[config.mk]
export PLATFORM = sky130hd
export DESIGN_NAME = twin_countdown_timer
export DESIGN_NICKNAME = d
export VERILOG_FILES = /design/src/rtl/tmr_pkg.sv /design/src/rtl/tmr_channel.sv /design/src/rtl/tmr_irq_latch.sv /design/src/rtl/twin_countdown_timer.sv
export SDC_FILE = /design/constraint.sdc
export NUM_CORES = 1
export LEC_CHECK = 0
export BUFFER_PORTS_ARGS = -buffer_cell sky130_fd_sc_hd__buf_2
export CORE_MARGIN = 4
export CORE_UTILIZATION = 50
export DETAILED_ROUTE_END_ITERATION = 16
export GPL_TIMING_DRIVEN = 0
export HOLD_SLACK_MARGIN = 0.02
export MAX_ROUTING_LAYER = met4
export PLACE_DENSITY = 0.71
export SLEW_MARGIN = 20
export SYNTH_ARGS = -nofsm -noshare
export SYNTH_HDL_FRONTEND = slang
export SYNTH_SLANG_ARGS = --single-unit
[constraint.sdc]
create_clock -name clk -period 2.3 [get_ports clk]
set_input_delay 0.46 -clock clk [delete_from_list [all_inputs] [get_ports clk]]
set_output_delay 0.46 -clock clk [all_outputs]
set_load 0.1 [all_outputs]
[src/rtl/tmr_pkg.sv]
package tmr_pkg;
  localparam int unsigned N_TMR   = 2;
  localparam int unsigned DATA_W  = 32;
  localparam int unsigned ADDR_W  = 6;
  localparam int unsigned OFF_CTL   = 'h00;
  localparam int unsigned OFF_RL0   = 'h10;
  localparam int unsigned OFF_CNT0  = 'h14;
  localparam int unsigned OFF_STEP  = 'h08;
  localparam int unsigned OFF_EVT   = 'h20;
  localparam int unsigned OFF_ENA   = 'h24;
  localparam int unsigned EVT_LSB   = 1;
  localparam int unsigned CTL_BITS  = 2 * N_TMR;

  function automatic int unsigned rl_off(input int unsigned idx);
    return OFF_RL0 + idx * OFF_STEP;
  endfunction

  function automatic int unsigned cnt_off(input int unsigned idx);
    return OFF_CNT0 + idx * OFF_STEP;
  endfunction
endpackage

[src/rtl/tmr_channel.sv]
module tmr_channel #(
  parameter int unsigned W = 32
) (
  input  logic         clk,
  input  logic         rst,
  input  logic         run,
  input  logic         autoload,
  input  logic         load_cnt,
  input  logic         load_rl,
  input  logic [W-1:0] wdata,
  output logic [W-1:0] cnt,
  output logic [W-1:0] rl,
  output logic         expire
);
  logic at_zero;
  assign at_zero = (cnt == '0);
  assign expire  = run && at_zero && !load_cnt;

  always_ff @(posedge clk) begin
    if (rst) begin
      cnt <= '0;
      rl  <= '0;
    end else begin
      if (load_rl) rl <= wdata;
      if (load_cnt) begin
        cnt <= wdata;
      end else if (run) begin
        if (at_zero) begin
          if (autoload) cnt <= rl;
        end else begin
          cnt <= cnt - 1'b1;
        end
      end
    end
  end

  assert_step_down_R4: assert property (@(posedge clk) disable iff (rst)
    (run && !at_zero && !load_cnt) |=> (cnt == $past(cnt) - 1'b1));
  assert_hold_idle_R4: assert property (@(posedge clk) disable iff (rst)
    (!run && !load_cnt) |=> $stable(cnt));
  assert_load_wins_R5: assert property (@(posedge clk) disable iff (rst)
    load_cnt |=> (cnt == $past(wdata)));
  assert_reload_R6: assert property (@(posedge clk) disable iff (rst)
    (run && at_zero && autoload && !load_cnt) |=> (cnt == $past(rl)));
  assert_oneshot_stays_R7: assert property (@(posedge clk) disable iff (rst)
    (run && at_zero && !autoload && !load_cnt) |=> (cnt == '0));
endmodule

[src/rtl/tmr_irq_latch.sv]
module tmr_irq_latch #(
  parameter int unsigned N = 2
) (
  input  logic         clk,
  input  logic         rst,
  input  logic [N-1:0] evt,
  input  logic         wr_evt,
  input  logic         wr_ena,
  input  logic [N-1:0] wbits,
  output logic [N-1:0] pend,
  output logic [N-1:0] ena,
  output logic [N-1:0] irq
);
  logic [N-1:0] keep;
  assign keep = wr_evt ? wbits : '1;

  always_ff @(posedge clk) begin
    if (rst) begin
      pend <= '0;
      ena  <= '0;
    end else begin
      pend <= (pend & keep) | evt;
      if (wr_ena) ena <= wbits;
    end
  end

  assign irq = pend & ena;

  assert_event_latched_R9: assert property (@(posedge clk) disable iff (rst)
    (evt != '0) |=> ((pend & $past(evt)) == $past(evt)));
  assert_clear_zero_R10: assert property (@(posedge clk) disable iff (rst)
    (wr_evt && evt == '0) |=> (pend == ($past(pend) & $past(wbits))));
  assert_ena_untouched_R10: assert property (@(posedge clk) disable iff (rst)
    (!wr_ena) |=> $stable(ena));
  assert_pend_sticky_R10: assert property (@(posedge clk) disable iff (rst)
    (!wr_evt) |=> ((pend & $past(pend)) == $past(pend)));
endmodule

[src/rtl/twin_countdown_timer.sv]
module twin_countdown_timer
  import tmr_pkg::*;
(
  input  logic              clk,
  input  logic              rst,
  input  logic [ADDR_W-1:0] addr,
  input  logic              wr_en,
  input  logic [DATA_W-1:0] wdata,
  output logic [DATA_W-1:0] rdata,
  output logic [N_TMR-1:0]  irq
);
  logic [CTL_BITS-1:0] ctl;
  logic [N_TMR-1:0]    expire;
  logic [N_TMR-1:0]    pend, ena;
  logic [DATA_W-1:0]   cnt [N_TMR];
  logic [DATA_W-1:0]   rlv [N_TMR];
  logic                wr_ctl, wr_evt, wr_ena;

  assign wr_ctl = wr_en && (addr == ADDR_W'(OFF_CTL));
  assign wr_evt = wr_en && (addr == ADDR_W'(OFF_EVT));
  assign wr_ena = wr_en && (addr == ADDR_W'(OFF_ENA));

  for (genvar i = 0; i < N_TMR; i++) begin : g_ch
    logic ld_cnt, ld_rl;
    assign ld_cnt = wr_en && (addr == ADDR_W'(cnt_off(i)));
    assign ld_rl  = wr_en && (addr == ADDR_W'(rl_off(i)));
    tmr_channel #(.W(DATA_W)) u_ch (
      .clk      (clk),
      .rst      (rst),
      .run      (ctl[2*i]),
      .autoload (ctl[2*i+1]),
      .load_cnt (ld_cnt),
      .load_rl  (ld_rl),
      .wdata    (wdata),
      .cnt      (cnt[i]),
      .rl       (rlv[i]),
      .expire   (expire[i])
    );
  end

  always_ff @(posedge clk) begin
    if (rst) begin
      ctl <= '0;
    end else if (wr_ctl) begin
      ctl <= wdata[CTL_BITS-1:0];
    end else begin
      for (int i = 0; i < N_TMR; i++) begin
        if (expire[i] && !ctl[2*i+1]) ctl[2*i] <= 1'b0;
      end
    end
  end

  tmr_irq_latch #(.N(N_TMR)) u_irq (
    .clk    (clk),
    .rst    (rst),
    .evt    (expire),
    .wr_evt (wr_evt),
    .wr_ena (wr_ena),
    .wbits  (wdata[EVT_LSB +: N_TMR]),
    .pend   (pend),
    .ena    (ena),
    .irq    (irq)
  );

  logic [DATA_W-1:0] rd_next;
  always_comb begin
    rd_next = '0;
    if (addr == ADDR_W'(OFF_CTL)) rd_next[CTL_BITS-1:0] = ctl;
    if (addr == ADDR_W'(OFF_EVT)) rd_next[EVT_LSB +: N_TMR] = pend;
    if (addr == ADDR_W'(OFF_ENA)) rd_next[EVT_LSB +: N_TMR] = ena;
    for (int i = 0; i < N_TMR; i++) begin
      if (addr == ADDR_W'(rl_off(i)))  rd_next = rlv[i];
      if (addr == ADDR_W'(cnt_off(i))) rd_next = cnt[i];
    end
  end

  always_ff @(posedge clk) begin
    if (rst) rdata <= '0;
    else     rdata <= rd_next;
  end

  assert_oneshot_stops_R7: assert property (@(posedge clk) disable iff (rst)
    (expire[0] && !ctl[1] && !wr_ctl) |=> !ctl[0]);
  assert_oneshot_stops1_R7: assert property (@(posedge clk) disable iff (rst)
    (expire[1] && !ctl[3] && !wr_ctl) |=> !ctl[2]);
  assert_autoload_keeps_run_R6: assert property (@(posedge clk) disable iff (rst)
    (ctl[0] && ctl[1] && !wr_ctl) |=> (ctl[1:0] == 2'b11));
  assert_ctl_write_R2: assert property (@(posedge clk) disable iff (rst)
    wr_ctl |=> (ctl == $past(wdata[CTL_BITS-1:0])));
endmodule

==> reports/qor.yml, run 1 <==
dr.first_iter.drc_count: 1786
synthMuxAreaShare_pct: 10.4
synth_cells: 1101
p_leak_nw: 4.57
synth_simple_gate_area_share_pct: 26.2
setup_ws_ns: -0.350
syn_nets: 1145
grt_overflow_total: 0
crit_family: "simple AND/OR/NAND/NOR gates"
hold_violations: 0
synth_top_family_by_area: "simple AND/OR/NAND/NOR gates"
io_buffers: 72
fmax_mhz: 377
yosysTopAreaCell: "dfxtp_1"
wl_per_cell_um: 24.7
cellPowerDensity_nw_per_um2: 587
avgSynthCellArea_um2: 8.22
holdWs_ns: 0.307
fillCellCount: 1431
cp-start-kind: "flop"
cp.arrival_ns: 3.04
ys_seq_area_share_pct: 37.2
max_slew_margin_pct: 44.9
chipWidth_um: 143
routed_wl_um: 37200
cts_hold_buf: 0
period_minus_slack_ns: 2.65
area_growth_pct: 30.6
die-area_um2: 20300
synth_edf_count: 0
async_flop_share_pct: 0
irDropWorstVdd_uv: 550
rsz0062_at_grt: "yes"
slew_violations: 0
start_util_pct: 51.6
grt_pass1_wl_um: 54200
clock_latency_ns: 0.44
final_nets: 1311
pre_cts_ws_ns: -1.04
antenna_found_initial: 0
yosysMostFrequentCell: "nand2_1"
synth_seq_cells: 168
yosys_warnings: 0
hold_path.class: "in -> reg"
core_area_um2: 17500
slowest_delay_ns: 0.55
cts_root_buffer: "clkbuf_16"
synth_area_um2: 9050
synth-compound-area-share_pct: 18.5
crit_slowest_cell: "or4_4"
synth-xor-area-share_pct: 3.10
cp-end-kind: "flop"
required_ns: 2.69
drive_gt1_share_pct: 29.2
grt_usage_pct: 35.9
synth_top_area_share_pct: 37.2
dp.final_hpwl_um: 25600
drv_cap: 0
synth_cell_types: 70
cts_buffers: 17
fin_crit_sh_pct: 115
clockBufferDepth: 2
synth-main-ff-cell: "dfxtp_1"
drc: 0
synthTopCellsByArea: "dfxtp_1 37%, mux4_2 7.7%, nand2_1 7.6%, a21oi_1 6.5%, nor2_1 3.3%"
status: "finished with violations"
worstPathCellList: "or4_4, or4_4, nor4_4, buf_4, buf_8, buf_6, buf_4, nand3_2, a21oi_2, a221o_1"
h-tree-depth: 4
vias_per_cell: 6.69
io_pins: 75
cts.clk_slew.worst_paths_ns: 0.07
ant_nets: 0
grt_max_degree: 17
cts_sinks: 168
finalClockSkew_ns: 0.0100
multiInputGateArea_um2: 5970
register_area_um2: 3400
path_class: "reg -> reg"
setup_viol: 33
violations: "negative setup slack"
synth_common_cells: "183 x nand2_1, 168 x dfxtp_1, 118 x a21oi_1, 80 x nor2_1, 76 x clkbuf_1"
rows: 48
critPathMaxFanout: 6
vias: 10100
place.gp.congestion: 0.985
dr.pass1.iters: 7
tightest_slew_ns: 0.819
die_y_um: 143
grt_pass1_vias: 8980
post_synth_fa_ha_maj_area_fraction_pct: 0.415
crit_buf_inv: 4
cts_tree: "yes"
diodes: 0
[power breakdown]
part           internal (mW)  leakage, nW  switching (mW)
registers               2.91         1.36          0.0239
clock network           1.52        0.256            1.25
logic                  0.547         2.95           0.681
total                   4.98         4.57            1.96
[repair_timing]
item,in CTS,in global routing
endpoints found under the setup margin,130,125
pin swaps,36,43
gates resized for setup,118,99
cloned,2,2
setup buffers,47,38
[through the flow]
stage | util [%] | setup TNS, ns | power [mW] | area [µm²] | std cells
after floorplan | - | -0.741 | 3.51 | 9130 | 1101
after global placement | 55.7 | -82.92 | 3.78 | 9770 | 1398
after detailed placement | 55.7 | -84.73 | 3.77 | 9770 | 1398
after CTS | 63.7 | -6.32 | 6.69 | 11200 | 1469
after global routing | 67.4 | -9.81 | 7.09 | 11800 | 1504
final | 67.4 | -8.01 | 6.94 | 11800 | 1504
[worst register-to-register path, cell delays in order (launching register included)]
cell,delay (ns)
dfxtp_4,0.36
or4_4,0.55
or4_4,0.48
nor4_4,0.30
buf_4,0.20
buf_8,0.14
buf_6,0.12
buf_4,0.11
nand3_2,0.07
a21oi_2,0.16
a221o_1,0.12
[path summary, 6_finish.rpt]
path              slack (ns)                              start                           endpoint  depth (start not counted)
setup reg to reg       -0.35  g_ch[1].u_ch.cnt[15]$_SDFFE_PP0P_  g_ch[1].u_ch.cnt[12]$_SDFFE_PP0P_                         10
setup / recovery       -0.35  g_ch[1].u_ch.cnt[15]$_SDFFE_PP0P_  g_ch[1].u_ch.cnt[12]$_SDFFE_PP0P_                         10
hold / removal          0.31                          wdata[30]   g_ch[1].u_ch.rl[30]$_SDFFE_PP0P_                          3
hold reg to reg         0.47   g_ch[0].u_ch.rl[11]$_SDFFE_PP0P_   g_ch[0].u_ch.rl[11]$_SDFFE_PP0P_                          2
[sequential cells by signal, summed over array words and instances, names as in the netlist]
register and flops:
ctl 4, g_ch.u_ch.cnt 64, rdata 32, g_ch.u_ch.rl 64, u_irq.pend 2, u_irq.ena 2
[metal layers]
metal / up-vias / track usage [%] / share of wire (%)
li1: 4372 / - / -
met1: 4759 / 49.7 / 38
met2: 758 / 51.2 / 43
met3: 169 / 8.53 / 14
met4: 0 / 13.1 / 5.3
met5: - / - / 0
[layout make-up]
class,count,share of cell area [%]
plain buffers,74,3.41
clock buffers,21,3.81
clock inverters,10,0.815
inverters,10,0.402
multi-input cells,836,50.5
flip-flops and latches,168,28.8
well taps,225,2.38
repair buffers,160,9.88
[kinds of logic (layout without fill, tap and decap cells)]
family,count (synthesis),count (layout)
AO/OA/AOI/OAI,265,265
XOR/XNOR,32,32
adder cells (fa/ha/maj),3,3
multiplexers,55,55
AND/OR/NAND/NOR,481,481
flip-flops,168,168
buffers and inverters,97,275
[layout by cell type, fill, tap and decap left out, drive strengths merged, types with 10 or more instances in the layout]
| cell type | instances |
|---|---|
| or4 | 16 |
| o22ai | 13 |
| nand3 | 36 |
| nor2 | 80 |
| a31oi | 11 |
| xor2 | 15 |
| xnor2 | 17 |
| and2 | 10 |
| buf | 170 |
| o21ai | 31 |
| nor4 | 28 |
| a21oi | 118 |
| dfxtp | 168 |
| nand2 | 183 |
| inv | 12 |
| mux4 | 31 |
| nor3 | 37 |
| a22oi | 12 |
| o32ai | 10 |
| nor2b | 31 |
| nor3b | 11 |
| or3 | 12 |
| clkbuf | 85 |
| a211oi | 10 |
| mux2i | 19 |
No activity file was read; power rests on OpenSTA's default activity.
==> run 2: changes to the inputs <==
PLACE_DENSITY = 0.69   (was 0.71)
SLEW_MARGIN = default   (was 20)
clock period = 3.35 ns   (was 2.3 ns; I/O delays follow)
==> reports/qor.yml, run 2 (same netlist as run 1, synthesis figures left out) <==
tightest_slew_ns: 1.01  # +0.195 ns
tns_ns: 0  # +8.01 ns
grt_overflow_total: 0  # unchanged
cts_sinks: 168  # unchanged
finalClockSkew_ns: 0.00950  # -0.000506 ns
start_util_pct: 51.6  # unchanged
cp-start-kind: "flop"
grt_usage_pct: 34.7  # -1.3 points
cts_tree: "yes"
p_total_mw: 4.66  # -33%
required_ns: 3.69  # +1.00 ns
routed_wl_um: 34300  # -7.9%
die_y_um: 143  # unchanged
clockBufferDepth: 2  # unchanged
r2r_start: "g_ch[0].u_ch.cnt[12]$_SDFFE_PP0P_"
fin_area_um2: 10400  # -12%
slew_violations: 0  # unchanged
grt_pass1_vias: 8382  # -6.7%
diodes: 0  # unchanged
period_minus_slack_ns: 3.18  # +0.525 ns
rsz0062_at_grt: "no"
area_growth_pct: 14.5
hold_violations: 0  # unchanged
dp.final_hpwl_um: 26000  # +1.4%
core_area_um2: 17500  # unchanged
vias: 9283  # -7.7%
max_slew_margin_pct: 32.2  # -13 points
status: "finished, final reports clean"
vias_per_cell: 6.48  # -3.1%
clock_latency_ns: 0.44  # about the same
p_leak_nw: 3.87  # -15%
drv_cap: 0  # unchanged
cp-end-kind: "flop"
drive_gt1_share_pct: 13.8  # -15 points
wl_per_cell_um: 23.9  # -3.2%
rows: 48  # unchanged
dpl-instance-area_um2: 9690  # -0.83%
antenna_found_initial: 0  # unchanged
die-area_um2: 20300  # unchanged
cp.arrival_ns: 3.51  # +0.47 ns
fin_crit_sh_pct: 94.8  # -20 points
io_pins: 75  # unchanged
cts_buffers: 17  # unchanged
io_buffers: 72  # unchanged
top_regs: "g_ch.u_ch.cnt (64), g_ch.u_ch.rl (64), rdata (32)"
place.gp.congestion: 1.04  # +5.6%
grt_max_degree: 17  # unchanged
final_nets: 1238  # -5.6%
layout_commonest_cell: "nand2_1"
critPathMaxFanout: 10  # +4
cts_hold_buf: 0  # unchanged
min_from: "g_ch[0].u_ch.rl[11]$_SDFFE_PP0P_"
chipWidth_um: 143  # unchanged
path_class: "reg -> reg"
startpoint: "g_ch[0].u_ch.cnt[12]$_SDFFE_PP0P_"
dr.pass1.iters: 6  # -1
setup_viol: 0  # -100%
hold_path.class: "reg -> reg"
cellPowerDensity_nw_per_um2: 450  # -23%
ant_nets: 0  # unchanged
h-tree-depth: 4  # unchanged
cts.clk_slew.worst_paths_ns: 0.06  # about the same
drc: 0  # unchanged
dr.first_iter.drc_count: 1240  # -31%
fmax_mhz: 315  # -17%
irDropWorstVdd_uv: 517  # -5.9%
layout_common_cells: "183 x nand2_1, 168 x dfxtp_1, 118 x a21oi_1"
holdWs_ns: 0.475  # +0.168 ns
cts_root_buffer: "clkbuf_16"
grt_pass1_wl_um: 51600  # -4.7%
run 2: worst paths after layout:
kind	end	slack (ns)	depth (start not counted)
worst min-delay path	g_ch[0].u_ch.rl[11]$_SDFFE_PP0P_	0.48	2
worst max-delay path	g_ch[0].u_ch.cnt[13]$_SDFFE_PP0P_	0.17	7
worst max register to register	g_ch[0].u_ch.cnt[13]$_SDFFE_PP0P_	0.17	7
worst min register to register	g_ch[0].u_ch.rl[11]$_SDFFE_PP0P_	0.48	2
run 2: final cells by class:
class / instances / area (µm²)
plain buffers: 87 / 345
clock buffers: 22 / 474
clock inverters: 10 / 143
fillers: 1623 / 7170
inverters: 10 / 37.5
multi-input cells: 836 / 5350
flip-flops and latches: 168 / 3360
well taps: 225 / 282
repair buffers: 74 / 375
run 2: what timing repair did:
item	CTS	global route
resized for setup	0	6
setup endpoints to repair	0	45
buffers inserted	0	2
run 2: worst max-delay path, stage by stage (launching register included):
cell and delay [ns]:
dfxtp_1 0.39, nor3_1 0.51, nand4_1 0.38, o41ai_1 0.76
and2_1 0.35, buf_2 0.33, a21oi_1 0.07, a211oi_1 0.28
run 2: where the power goes:
part / switching [mW] / leakage (nW) / internal [mW]
Sequential: 0.0117 / 1.35 / 2.01
Clock: 0.857 / 0.301 / 1.24
Combinational: 0.368 / 2.21 / 0.185
run 2: stage by stage:
stage	worst slack, ns	util, %	instances
floorplan	0.624	-	1101
global placement	-0.291	55.3	1398
detailed placement	-0.298	55.3	1398
CTS	0.0113	58.8	1430
global route	0.0199	59.1	1432
finish	0.175	59.1	1432
run 2: per-layer routing:
metal  up-vias  global-route usage [%]  share of wire (%)
li1       4210                       -                  -
met1      4389                    48.7                 41
met2       617                    49.8                 43
met3        67                    8.17                 13
met4         0                    10.2                2.8
met5         -                       -                  0
